## config.mk

```make
export PLATFORM = sky130hd
export DESIGN_NAME = quad_avg_unit
export DESIGN_NICKNAME = d
export VERILOG_FILES = /design/src/rtl/qavg_pkg.sv /design/src/rtl/qavg_pair_add.sv /design/src/rtl/qavg_lane_final.sv /design/src/rtl/qavg_ctrl_pipe.sv /design/src/rtl/quad_avg_unit.sv
export SDC_FILE = /design/constraint.sdc
export NUM_CORES = 1
export LEC_CHECK = 0
export BUFFER_PORTS_ARGS = -buffer_cell sky130_fd_sc_hd__buf_4
export CAP_MARGIN = 20
export CORE_ASPECT_RATIO = 1.25
export CORE_UTILIZATION = 39
export CTS_CLUSTER_SIZE = 24
export DETAILED_ROUTE_END_ITERATION = 8
export PLACE_DENSITY = 0.59
export SYNTH_ARGS = -nofsm -noshare
export SYNTH_HDL_FRONTEND = slang
export SYNTH_SLANG_ARGS = --single-unit
```

## constraint.sdc

```tcl
create_clock -name clk -period 4.7 [get_ports clk]
set_input_delay 0.94 -clock clk [delete_from_list [all_inputs] [get_ports clk]]
set_output_delay 0.94 -clock clk [all_outputs]
set_load 0.01 [all_outputs]
```

## src/rtl/qavg_pkg.sv

```systemverilog
package qavg_pkg;

    localparam int unsigned QAVG_LANES  = 8;
    localparam int unsigned QAVG_LANE_W = 8;
    localparam int unsigned QAVG_TAG_W  = 7;
    localparam int unsigned QAVG_STAGES = 2;

    // Occupancy of one pipeline stage
    typedef enum logic [1:0] {
        SLOT_EMPTY    = 2'b00,
        SLOT_LIVE     = 2'b01,
        SLOT_SQUASHED = 2'b10
    } slot_state_e;

endpackage

```

## src/rtl/qavg_pair_add.sv

```systemverilog
module qavg_pair_add #(
    parameter int unsigned W = 8
) (
    input  logic [W-1:0] x,
    input  logic [W-1:0] y,
    output logic [W:0]   s
);
    // Pairwise sum with one guard bit so the carry is kept
    always_comb begin
        s = {1'b0, x} + {1'b0, y};
    end
endmodule

```

## src/rtl/qavg_lane_final.sv

```systemverilog
module qavg_lane_final #(
    parameter int unsigned W = 8
) (
    input  logic [W:0]   p,
    input  logic [W:0]   q,
    output logic [W-1:0] avg
);
    localparam int unsigned TW = W + 2;

    logic [TW-1:0] total;

    // Final level of the tree: both pair sums plus the rounding constant 2
    always_comb begin
        total = {1'b0, p} + {1'b0, q} + TW'(2);
        avg   = total[TW-1:2];
    end
endmodule

```

## src/rtl/qavg_ctrl_pipe.sv

```systemverilog
module qavg_ctrl_pipe
    import qavg_pkg::*;
#(
    parameter int unsigned TAG_W  = QAVG_TAG_W,
    parameter int unsigned STAGES = QAVG_STAGES
) (
    input  logic             clk,
    input  logic             rst_n,
    input  logic             in_valid,
    input  logic             in_guard,
    input  logic [TAG_W-1:0] in_tag,
    output logic             first_busy,
    output logic             out_valid,
    output logic             out_wen,
    output logic [TAG_W-1:0] out_tag
);
    slot_state_e      st [STAGES];
    logic [TAG_W-1:0] tg [STAGES];
    slot_state_e      entry_st;

    // Next state of the first stage: fill-live, fill-squashed or drain
    always_comb begin
        unique case ({in_valid, in_guard})
            2'b11:   entry_st = SLOT_LIVE;
            2'b10:   entry_st = SLOT_SQUASHED;
            default: entry_st = SLOT_EMPTY;
        endcase
    end

    // State registers: flush on reset, advance otherwise
    for (genvar s = 0; s < STAGES; s++) begin : g_stage
        if (s == 0) begin : g_head
            always_ff @(posedge clk or negedge rst_n) begin
                if (!rst_n) begin
                    st[s] <= SLOT_EMPTY;
                    tg[s] <= '0;
                end else begin
                    st[s] <= entry_st;
                    tg[s] <= in_tag;
                end
            end
        end else begin : g_body
            always_ff @(posedge clk or negedge rst_n) begin
                if (!rst_n) begin
                    st[s] <= SLOT_EMPTY;
                    tg[s] <= '0;
                end else begin
                    st[s] <= st[s-1];
                    tg[s] <= tg[s-1];
                end
            end
        end
    end

    // Output decode from the last stage
    always_comb begin
        first_busy = (st[0] != SLOT_EMPTY);
        out_tag    = tg[STAGES-1];
        unique case (st[STAGES-1])
            SLOT_LIVE: begin
                out_valid = 1'b1;
                out_wen   = 1'b1;
            end
            SLOT_SQUASHED: begin
                out_valid = 1'b1;
                out_wen   = 1'b0;
            end
            default: begin
                out_valid = 1'b0;
                out_wen   = 1'b0;
            end
        endcase
    end
endmodule

```

## src/rtl/quad_avg_unit.sv

```systemverilog
module quad_avg_unit
    import qavg_pkg::*;
#(
    parameter int unsigned LANES  = QAVG_LANES,
    parameter int unsigned LANE_W = QAVG_LANE_W,
    parameter int unsigned TAG_W  = QAVG_TAG_W
) (
    input  logic                    clk,
    input  logic                    rst_n,
    input  logic                    in_valid,
    input  logic                    in_guard,
    input  logic [TAG_W-1:0]        in_tag,
    input  logic [LANES*LANE_W-1:0] src_a,
    input  logic [LANES*LANE_W-1:0] src_b,
    input  logic [LANES*LANE_W-1:0] src_c,
    input  logic [LANES*LANE_W-1:0] src_d,
    output logic                    out_valid,
    output logic                    out_wen,
    output logic [TAG_W-1:0]        out_tag,
    output logic [LANES*LANE_W-1:0] out_data
);
    localparam int unsigned PAIR_W = LANE_W + 1;

    logic first_busy;

    qavg_ctrl_pipe #(
        .TAG_W  (TAG_W),
        .STAGES (QAVG_STAGES)
    ) u_ctrl (
        .clk        (clk),
        .rst_n      (rst_n),
        .in_valid   (in_valid),
        .in_guard   (in_guard),
        .in_tag     (in_tag),
        .first_busy (first_busy),
        .out_valid  (out_valid),
        .out_wen    (out_wen),
        .out_tag    (out_tag)
    );

    for (genvar l = 0; l < LANES; l++) begin : g_lane
        logic [PAIR_W-1:0] ab_c, cd_c;
        logic [PAIR_W-1:0] ab_q, cd_q;
        logic [LANE_W-1:0] avg_c, avg_q;

        qavg_pair_add #(.W(LANE_W)) u_ab (
            .x (src_a[l*LANE_W +: LANE_W]),
            .y (src_b[l*LANE_W +: LANE_W]),
            .s (ab_c)
        );

        qavg_pair_add #(.W(LANE_W)) u_cd (
            .x (src_c[l*LANE_W +: LANE_W]),
            .y (src_d[l*LANE_W +: LANE_W]),
            .s (cd_c)
        );

        // Stage 1: pairwise sums, loaded only on issue
        always_ff @(posedge clk) begin
            if (in_valid) begin
                ab_q <= ab_c;
                cd_q <= cd_c;
            end
        end

        qavg_lane_final #(.W(LANE_W)) u_fin (
            .p   (ab_q),
            .q   (cd_q),
            .avg (avg_c)
        );

        // Stage 2: rounded average, loaded when stage 1 holds an operation
        always_ff @(posedge clk) begin
            if (first_busy) begin
                avg_q <= avg_c;
            end
        end

        assign out_data[l*LANE_W +: LANE_W] = avg_q;
    end
endmodule

```

==> results.py, run 1 <==
metrics = {
    "outcome": {
        "status": "complete, no violations",
    },
    "logic_synthesis": {
        "synth-main-ff-cell": "edfxtp_1",
        "seq_area_frac_synth": 0.451,
        "post-synth-top-count-cell": "ha_1",
        "yosysWarnings": 0,
        "synth_area_leader_cell": "edfxtp_1",
        "synth_area_um2": 14900,
        "post_synth.cell_area_avg_um2": 11.9,
        "synth_cell_type_count": 53,
        "yosys-top-cells-area": "edfxtp_1 (42%), ha_1 (21%), xnor2_1 (4.8%), xor2_1 (3.5%), fa_1 (3.2%)",
        "synthTopCellsByCount": "ha_1 (249), edfxtp_1 (208), nor2_1 (111), xnor2_1 (82), a21oi_1 (78)",
        "ys_seq_elements": 226,
        "synth_top_area_share": 0.420,
        "synth_cells": 1254,
        "synth_edf_count": 208,
        "syn-num-nets": 1794,
        "synthArstFlopShare": 0.0796,
    },
    "placement": {
        "io_buffers": 339,
        "pre_cts_slack_ns": 1.85,
        "routabilityCongestion": 0.811,
        "hpwlAfterDp_um": 26000,
    },
    "cells_and_area": {
        "nFillCells": 3376,
        "drive_gt1_frac": 0.244,
        "final_util": 0.506,
        "nets": 2155,
        "syn2layout_area_growth_pct": 27.2,
        "antenna_cells": 0,
    },
    "die": {
        "core.rowCount": 79,
        "fp.dieH_um": 220,
        "core_area_um2": 37400,
        "die_x_um": 177,
        "die_area_um2": 38900,
        "ioPinCount": 340,
        "start_util": 0.398,
    },
    "setup_path": {
        "crit_chain": "inv_1 > ha_1 > nor2b_1 > nand2_1 > fa_1 > nor2b_1 > o211ai_1 > a21boi_0 > mux2i_1 > o2111ai_1",
        "cp-start-kind": "flop",
        "cp-end-kind": "flop",
        "cp.required_ns": 4.97,
        "cp_slowest_cell": "edfxtp_1",
        "cpPeakStageDelay_ns": 0.40,
        "arrival_ns": 2.86,
        "crit_type": "reg2reg",
        "cp_max_fo": 2,
        "crit_top_cell": "nor2b_1",
    },
    "job": {
        "max_cap_violations": 0,
    },
    "clock_network": {
        "htree_levels": 1,
        "cts_resized": 0,
        "clock-root-buffer": "clkbuf_16",
        "hold_buffers": 0,
        "clock_latency_ns": 0.54,
        "post_cts_buffers": 0,
        "cts_num_sinks": 226,
        "cts_tree": "built",
        "clk_pin_slew_ns": 0.06,
        "numCtsBuffers": 26,
        "clockBufferDepth": 3,
    },
    "timing": {
        "finalClockSkew_ns": 0.0112,
        "setup-violations-final": 0,
        "finalCriticalPeriod_ns": 2.59,
        "rsz0062_at_grt": "false",
        "finalHoldViolCount": 0,
        "fin_setup_tns_ns": 0,
        "setup_slack_ns": 2.11,
        "worst_pin_slew_ns": 1.01,
        "worst_hold_slack_ns": 0.260,
        "slew_headroom": 0.325,
        "period_share": 0.551,
        "drv_slew": 0,
        "fmax_mhz": 386,
    },
    "detailed_routing": {
        "drt_iter0_drc": 411,
        "detail-route-antenna-nets": 0,
        "route.vias.total": 10587,
        "drc": 0,
        "routed_wl_um": 32100,
        "viasPerCell": 4.99,
        "avgRoutedWirePerCell_um": 15.2,
        "drt-pass1-iter-count": 4,
    },
    "hold_path": {
        "hold_path.class": "in2async",
    },
    "global_route": {
        "gr-usage-all-layers": 0.161,
        "grt_first_pass_wirelength_um": 49600,
        "grt_overflow": 0,
        "grt_pass1_vias": 10509,
        "antenna_found_initial": 0,
        "grt_max_degree": 86,
    },
    "power_and_ir_drop": {
        "cellLeakagePower_nw": 8.33,
        "peakVddDrop_mv": 0.232,
        "power_density_nw_per_um2": 424,
        "totalPowerFinal_mw": 8.02,
    },
}
## through the flow
step | std cells | instance area, um^2
floorplan | 1254 | 14900
global placement | 2073 | 18000
detailed placement | 2073 | 18000
CTS | 2121 | 18900
global route | 2121 | 18900
finish | 2121 | 18900
## cells by family (layout without fill, tap and decap cells)
kind of cell / Yosys count / after routing / synth area share
adders and majority gates: 273 / 273 / 0.242
DFF: 226 / 226 / 0.451
buffers and inverters: 63 / 444 / 0.0177
AOI/OAI and AO/OA: 246 / 246 / 0.108
muxes: 4 / 4 / 0.00269
xor gates and xnor gates: 142 / 142 / 0.0837
and+or+nand+nor: 300 / 300 / 0.0958
## power breakdown
part	total, mW	internal (mW)	switching, mW
clock	2.12	1.26	0.853
combinational	2.90	1.43	1.46
sequential	3.00	2.85	0.150
## state kept, by name, indices dropped and copies added (netlist names)
| register | cells |
|---|---|
| g_lane.avg_q | 64 |
| g_lane.cd_q | 72 |
| g_lane.ab_q | 72 |
| u_ctrl.st | 4 |
| u_ctrl.out_tag | 7 |
| u_ctrl.tg | 7 |
## final timing paths
kind                                              from                           end  slack (ns)  cells after the start
min                                              rst_n        u_ctrl.tg[9]$_DFF_PN0_        0.26                      1
max                        g_lane[3].cd_q[1]$_DFFE_PP_  g_lane[3].avg_q[7]$_DFFE_PP_        2.11                     10
min in group clk               u_ctrl.tg[11]$_DFF_PN0_   u_ctrl.out_tag[4]$_DFF_PN0_        0.35                      0
max in group asynchronous                        rst_n        u_ctrl.st[1]$_DFF_PN0_        4.26                      1
min reg2reg                    u_ctrl.tg[11]$_DFF_PN0_   u_ctrl.out_tag[4]$_DFF_PN0_        0.35                      0
max reg2reg                g_lane[3].cd_q[1]$_DFFE_PP_  g_lane[3].avg_q[7]$_DFFE_PP_        2.11                     10
## area by class of cell
class / count / area [um^2] / share of cell area
clock inverters: 16 / 153 / 0.00808
well taps: 486 / 608 / 0.0322
flip-flops and latches: 226 / 6700 / 0.354
multi-input cells: 965 / 7910 / 0.418
clock buffers: 32 / 757 / 0.0401
inverters: 56 / 210 / 0.0111
repair buffers: 340 / 2570 / 0.136
## placed cells by master (no fill, tap or decap), drive strengths merged, types with 27 or more instances in the layout
cell type	count
buf	340
o21ai	41
xnor2	82
ha	249
edfxtp	208
a21oi	83
nor2	111
clkbuf	32
xor2	60
nand2	67
inv	60
nor3	33
a21o	27
## critical path: cells and delay by family (launching register included)
| kind | cells | cell delay [ns] |
|---|---|---|
| compound gates | 3 | 0.59 |
| fa+ha+maj | 2 | 0.61 |
| buf+inv | 1 | 0.07 |
| flops | 1 | 0.40 |
| mux | 1 | 0.23 |
| simple gates | 3 | 0.42 |
## metal layers
| layer | routed length (um) | vias to the layer above | global-route usage |
|---|---|---|---|
| li1 | - | 5385 | - |
| met1 | 13100 | 4893 | 0.187 |
| met2 | 16000 | 259 | 0.291 |
| met5 | 0 | - | 0 |
| met4 | 808 | 0 | 0.0537 |
| met3 | 2140 | 50 | 0.0347 |
(Power assumes the default switching activity.)
==> inputs of run 2 (changes only) <==
==> constraint.sdc (replaced) <==
create_clock -name clk -period 2.7 [get_ports clk]
set_input_delay 0.54 -clock clk [delete_from_list [all_inputs] [get_ports clk]]
set_output_delay 0.54 -clock clk [all_outputs]
set_load 0.01 [all_outputs]
==> results.py, run 2 (synthesized netlist as in run 1, its figures left out) <==
metrics = {
    "placement": {
        "pre_cts_slack_ns": 0.197,
        "routabilityCongestion": 0.814,
        "hpwlAfterDp_um": 26500,
        "io_buffers": 339,
        "post-place-cells": 2077,
        "dpl-instance-area_um2": 18000,
    },
    "clock_network": {
        "post_cts_buffers": 0,
        "numCtsBuffers": 25,
        "cts_tree": "built",
        "clockBufferDepth": 3,
        "clock_latency_ns": 0.53,
        "cts_num_sinks": 226,
        "htree_levels": 1,
        "clock-root-buffer": "clkbuf_16",
        "clk_pin_slew_ns": 0.06,
    },
    "global_route": {
        "grt_pass1_vias": 10678,
        "antenna_found_initial": 1,
        "grt_max_degree": 43,
        "grt_first_pass_wirelength_um": 50300,
        "gr-usage-all-layers": 0.162,
        "grt_overflow": 0,
    },
    "die": {
        "die_x_um": 177,
        "start_util": 0.398,
        "die_area_um2": 38900,
        "ioPinCount": 340,
        "fp.dieH_um": 220,
        "core.rowCount": 79,
        "core_area_um2": 37400,
    },
    "cells_and_area": {
        "layout_commonest_cell": "buf_4",
        "antenna_cells": 0,
        "largestRegisters": "g_lane.ab_q (72), g_lane.cd_q (72), g_lane.avg_q (64)",
        "final_cell_area_um2": 18900,
        "final_cell_mix": "buf_4 (340), ha_1 (249), edfxtp_1 (208)",
        "final_cells": 2124,
        "nets": 2159,
        "final_util": 0.506,
        "drive_gt1_frac": 0.244,
        "syn2layout_area_growth_pct": 27.3,
    },
    "detailed_routing": {
        "drt-pass1-iter-count": 4,
        "viasPerCell": 5.01,
        "detail-route-antenna-nets": 0,
        "routed_wl_um": 32300,
        "drt_iter0_drc": 343,
        "avgRoutedWirePerCell_um": 15.2,
        "drc": 0,
        "route.vias.total": 10651,
    },
    "power_and_ir_drop": {
        "clockPowerShare": 0.258,
        "seq_power_share": 0.377,
        "p_comb_frac": 0.365,
        "peakVddDrop_mv": 0.415,
        "switchingPower_mw": 4.23,
        "totalPowerFinal_mw": 13.9,
        "internal_power_mw": 9.65,
        "cellLeakagePower_nw": 8.35,
        "power_density_nw_per_um2": 734,
        "p_sw_frac": 0.305,
    },
    "timing": {
        "period_share": 0.936,
        "drv_slew": 0,
        "finalClockSkew_ns": 0.0110,
        "finalHoldViolCount": 0,
        "worst_hold_slack_ns": 0.119,
        "worst_pin_slew_ns": 0.443,
        "setup_slack_ns": 0.172,
        "fin_setup_tns_ns": 0,
        "slew_headroom": 0.705,
        "rsz0062_at_grt": "false",
        "setup-violations-final": 0,
        "finalCriticalPeriod_ns": 2.53,
        "fmax_mhz": 395,
    },
    "setup_path": {
        "crit_type": "reg2reg",
        "cp-start-kind": "flop",
        "arrival_ns": 2.79,
        "cp_max_fo": 2,
        "cp.required_ns": 2.96,
        "cp-end-kind": "flop",
    },
    "hold_path": {
        "hold_path.class": "in2reg",
    },
    "job": {
        "max_cap_violations": 0,
    },
    "outcome": {
        "status": "complete, no violations",
    },
}
run 2: what timing repair did:
action,4_1_cts,5_1_grt
endpoints found under the hold margin,18,0
endpoints found under the setup margin,0,1
hold buffers,1,0
resized for setup,0,1
run 2: path summary, 6_finish.rpt:
check	start	end	slack [ns]	depth (start not counted)
min in group asynchronous	rst_n	u_ctrl.tg[13]$_DFF_PN0_	0.41	2
worst min-delay path	in_tag[6]	u_ctrl.tg[13]$_DFF_PN0_	0.12	1
worst max register to register	g_lane[3].ab_q[1]$_DFFE_PP_	g_lane[3].avg_q[7]$_DFFE_PP_	0.17	10
worst max-delay path	g_lane[3].ab_q[1]$_DFFE_PP_	g_lane[3].avg_q[7]$_DFFE_PP_	0.17	10
worst min register to register	u_ctrl.tg[13]$_DFF_PN0_	u_ctrl.out_tag[6]$_DFF_PN0_	0.35	0
max in group asynchronous	rst_n	u_ctrl.st[0]$_DFF_PN0_	2.11	2
run 2: area by class of cell:
cell class / instances / area, um^2
Tap cell: 486 / 608
Fill cell: 3334 / 18400
Clock buffer: 27 / 633
Sequential cell: 226 / 6700
Timing Repair Buffer: 345 / 2630
Multi-Input combinational cell: 965 / 7910
Clock inverter: 19 / 233
Inverter: 56 / 210
run 2: critical path: stages (launching register included):
cell and delay (ns):
edfxtp_1 0.35, inv_1 0.07, ha_1 0.22, nor2b_1 0.14, nand2_1 0.09, fa_1 0.41, nor2b_1 0.19, o211ai_1 0.10
a21boi_0 0.36, mux2i_1 0.23, o2111ai_1 0.12
run 2: power groups by stage:
| stage | combinational (mW) | clock, mW | sequential [mW] |
|---|---|---|---|
| global route | 5.68 | 3.82 | 5.30 |
| floorplan | 3.05 | 0 | 5.45 |
| detailed placement | 5.10 | 0 | 5.31 |
| CTS | 5.14 | 3.69 | 5.24 |
| global placement | 5.03 | 0 | 5.29 |
| finish | 5.07 | 3.58 | 5.23 |
run 2: layer usage:
layer,part of all wire,GRT usage
met3,0.063,0.0340
met2,0.51,0.300
met1,0.41,0.186
met4,0.023,0.0514
met5,0.00053,0
==> inputs of run 3 (changes only) <==
--- a/config.mk
+++ b/config.mk
@@ -11,7 +11,8 @@
 export CORE_UTILIZATION = 39
 export CTS_CLUSTER_SIZE = 24
 export DETAILED_ROUTE_END_ITERATION = 8
-export PLACE_DENSITY = 0.59
+export PLACE_DENSITY = 0.58
 export SYNTH_ARGS = -nofsm -noshare
 export SYNTH_HDL_FRONTEND = slang
+export SYNTH_HIERARCHICAL = 1
 export SYNTH_SLANG_ARGS = --single-unit
==> results.py, run 3 <==
metrics = {
    "die": {
        "ioPinCount": 340,
        "die_x_um": 182,
        "core_area_um2": 40000,
        "core.rowCount": 82,
        "start_util": 0.395,
        "fp.dieH_um": 227,
        "die_area_um2": 41300,
    },
    "power_and_ir_drop": {
        "cellLeakagePower_nw": 8.79,
        "switchingPower_mw": 4.57,
        "p_comb_frac": 0.389,
        "clockPowerShare": 0.249,
        "p_sw_frac": 0.321,
        "peakVddDrop_mv": 0.428,
        "totalPowerFinal_mw": 14.2,
        "seq_power_share": 0.362,
        "power_density_nw_per_um2": 716,
        "internal_power_mw": 9.67,
    },
    "clock_network": {
        "post_cts_buffers": 0,
        "cts_num_sinks": 226,
        "clock_latency_ns": 0.54,
        "clk_pin_slew_ns": 0.06,
        "htree_levels": 1,
        "clock-root-buffer": "clkbuf_16",
        "numCtsBuffers": 26,
        "cts_resized": 0,
        "clockBufferDepth": 3,
        "cts_tree": "built",
        "hold_buffers": 1,
    },
    "timing": {
        "fmax_mhz": 443,
        "setup_slack_ns": 0.442,
        "finalHoldViolCount": 0,
        "finalCriticalPeriod_ns": 2.26,
        "rsz0062_at_grt": "false",
        "setup-violations-final": 0,
        "worst_pin_slew_ns": 0.614,
        "drv_slew": 0,
        "finalClockSkew_ns": 0.0130,
        "slew_headroom": 0.590,
        "period_share": 0.836,
        "fin_setup_tns_ns": 0,
    },
    "outcome": {
        "status": "complete, no violations",
    },
    "logic_synthesis": {
        "ys_seq_elements": 226,
        "synthArstFlopShare": 0.0796,
        "synth_cells": 1391,
        "synth-main-ff-cell": "edfxtp_1",
        "synth_edf_count": 208,
        "seq_area_frac_synth": 0.424,
        "synth_area_leader_cell": "edfxtp_1",
        "yosysWarnings": 6,
        "synth_top_area_share": 0.395,
        "post-synth-top-count-cell": "ha_1",
        "yosys-top-cells-area": "edfxtp_1 (40%), ha_1 (20%), a21oi_1 (3.5%), fa_1 (3.0%), xnor2_1 (2.9%)",
        "synth_area_um2": 15800,
        "syn-num-nets": 1931,
        "synth_cell_type_count": 44,
        "synthTopCellsByCount": "ha_1 (249), edfxtp_1 (208), a21oi_1 (110), inv_1 (81), nor2_1 (78)",
        "post_synth.cell_area_avg_um2": 11.4,
    },
    "detailed_routing": {
        "drc": 0,
        "routed_wl_um": 35900,
        "route.vias.total": 12002,
        "viasPerCell": 5.25,
        "detail-route-antenna-nets": 0,
        "drt_iter0_drc": 411,
        "drt-pass1-iter-count": 5,
        "avgRoutedWirePerCell_um": 15.7,
    },
    "global_route": {
        "antenna_found_initial": 6,
        "grt_first_pass_wirelength_um": 56100,
        "grt_pass1_vias": 11892,
        "grt_max_degree": 58,
        "grt_overflow": 0,
        "gr-usage-all-layers": 0.169,
    },
    "placement": {
        "pre_cts_slack_ns": 0.441,
        "io_buffers": 339,
        "routabilityCongestion": 0.811,
        "hpwlAfterDp_um": 29300,
    },
    "setup_path": {
        "r2r_start": "g_lane[1].ab_q[2]$_DFFE_PP_",
        "cp-start-kind": "flop",
        "cp-end-kind": "flop",
        "crit_type": "reg2reg",
        "cp.required_ns": 2.98,
        "cp_max_fo": 3,
        "arrival_ns": 2.53,
        "startpoint": "g_lane[1].ab_q[2]$_DFFE_PP_",
    },
    "hold_path": {
        "worstHoldStart": "in_tag[5]",
        "hold_path.class": "in2reg",
    },
    "cells_and_area": {
        "layout_commonest_cell": "buf_4",
        "nets": 2297,
        "largestRegisters": "g_lane.ab_q (72), g_lane.cd_q (72), g_lane.avg_q (64)",
        "final_cell_mix": "buf_4 (340), ha_1 (249), edfxtp_1 (208)",
        "drive_gt1_frac": 0.242,
        "final_util": 0.497,
        "syn2layout_area_growth_pct": 25.9,
    },
    "job": {
        "max_cap_violations": 0,
    },
}
## run 3: cell types whose count changed after synthesis, moves of 16 or more
cell	delta
a21oi_1	+32
a221oi_1	+22
a311o_1	+28
inv_1	+25
nand3_1	+47
nor2_1	-33
nor2b_1	+25
o21ai_0	-16
xnor2_1	-30
## run 3: per-stage QoR
| stage | cells | hold slack (ns) | cell area [um^2] |
|---|---|---|---|
| final | 2286 | 0.115 | 19900 |
| after detailed placement | 2232 | 0.335 | 19000 |
| after global routing | 2284 | 0.0854 | 19900 |
| after global placement | 2232 | 0.331 | 19000 |
| after floorplan | 1391 | 0.244 | 15800 |
| after CTS | 2281 | 0.0824 | 19900 |
## run 3: cells by family (layout without fill, tap and decap cells)
family,Yosys count,count (layout),share of synthesized area
compound gates,328,328,0.146
xor+xnor,98,98,0.0543
fa+ha+maj,273,273,0.228
buf+inv,101,487,0.0257
flops,226,226,0.424
mux,14,14,0.00887
other cells,0,5,0
simple gates,351,351,0.114
## run 3: cell type report
type / count / area, um^2
inverters: 94 / 353
well taps: 504 / 631
diodes: 5 / 12.5
clock buffers: 35 / 747
repair buffers: 345 / 2630
fillers: 3623 / 20100
flip-flops and latches: 226 / 6700
multi-input cells: 1064 / 8700
clock inverters: 13 / 124
## run 3: final timing paths
path / end / slack [ns] / cells after the start
setup / recovery: g_lane[1].avg_q[7]$_DFFE_PP_ / 0.44 / 6
hold / removal: u_ctrl/tg[12]$_DFF_PN0_ / 0.11 / 1
setup reg to reg: g_lane[1].avg_q[7]$_DFFE_PP_ / 0.44 / 6
hold reg to reg: u_ctrl/out_tag[3]$_DFF_PN0_ / 0.35 / 0
max in group asynchronous: u_ctrl/st[3]$_DFF_PN0_ / 2.11 / 2
min in group asynchronous: u_ctrl/out_tag[2]$_DFF_PN0_ / 0.41 / 2
## run 3: worst max-delay path, stage by stage, from the launching register on
cell and delay, ns:
edfxtp_1 0.37, ha_1 0.35, fa_1 0.50, a211oi_1 0.34, or3_4 0.20, a311oi_2 0.08
xor2_1 0.16
## run 3: layer usage
metal	vias up	global-route usage	wire length (um)
li1	6049	-	-
met1	5572	0.182	14200
met2	304	0.321	18500
met3	71	0.0366	2120
met4	6	0.0661	1020
met5	-	0	49
## run 3: power by group through the flow
stage	combinational (mW)	clock (mW)	sequential (mW)
floorplan	3.45	0	5.37
global placement	5.45	0	5.22
detailed placement	5.54	0	5.24
CTS	5.59	3.68	5.17
global route	6.19	3.79	5.23
finish	5.54	3.55	5.15
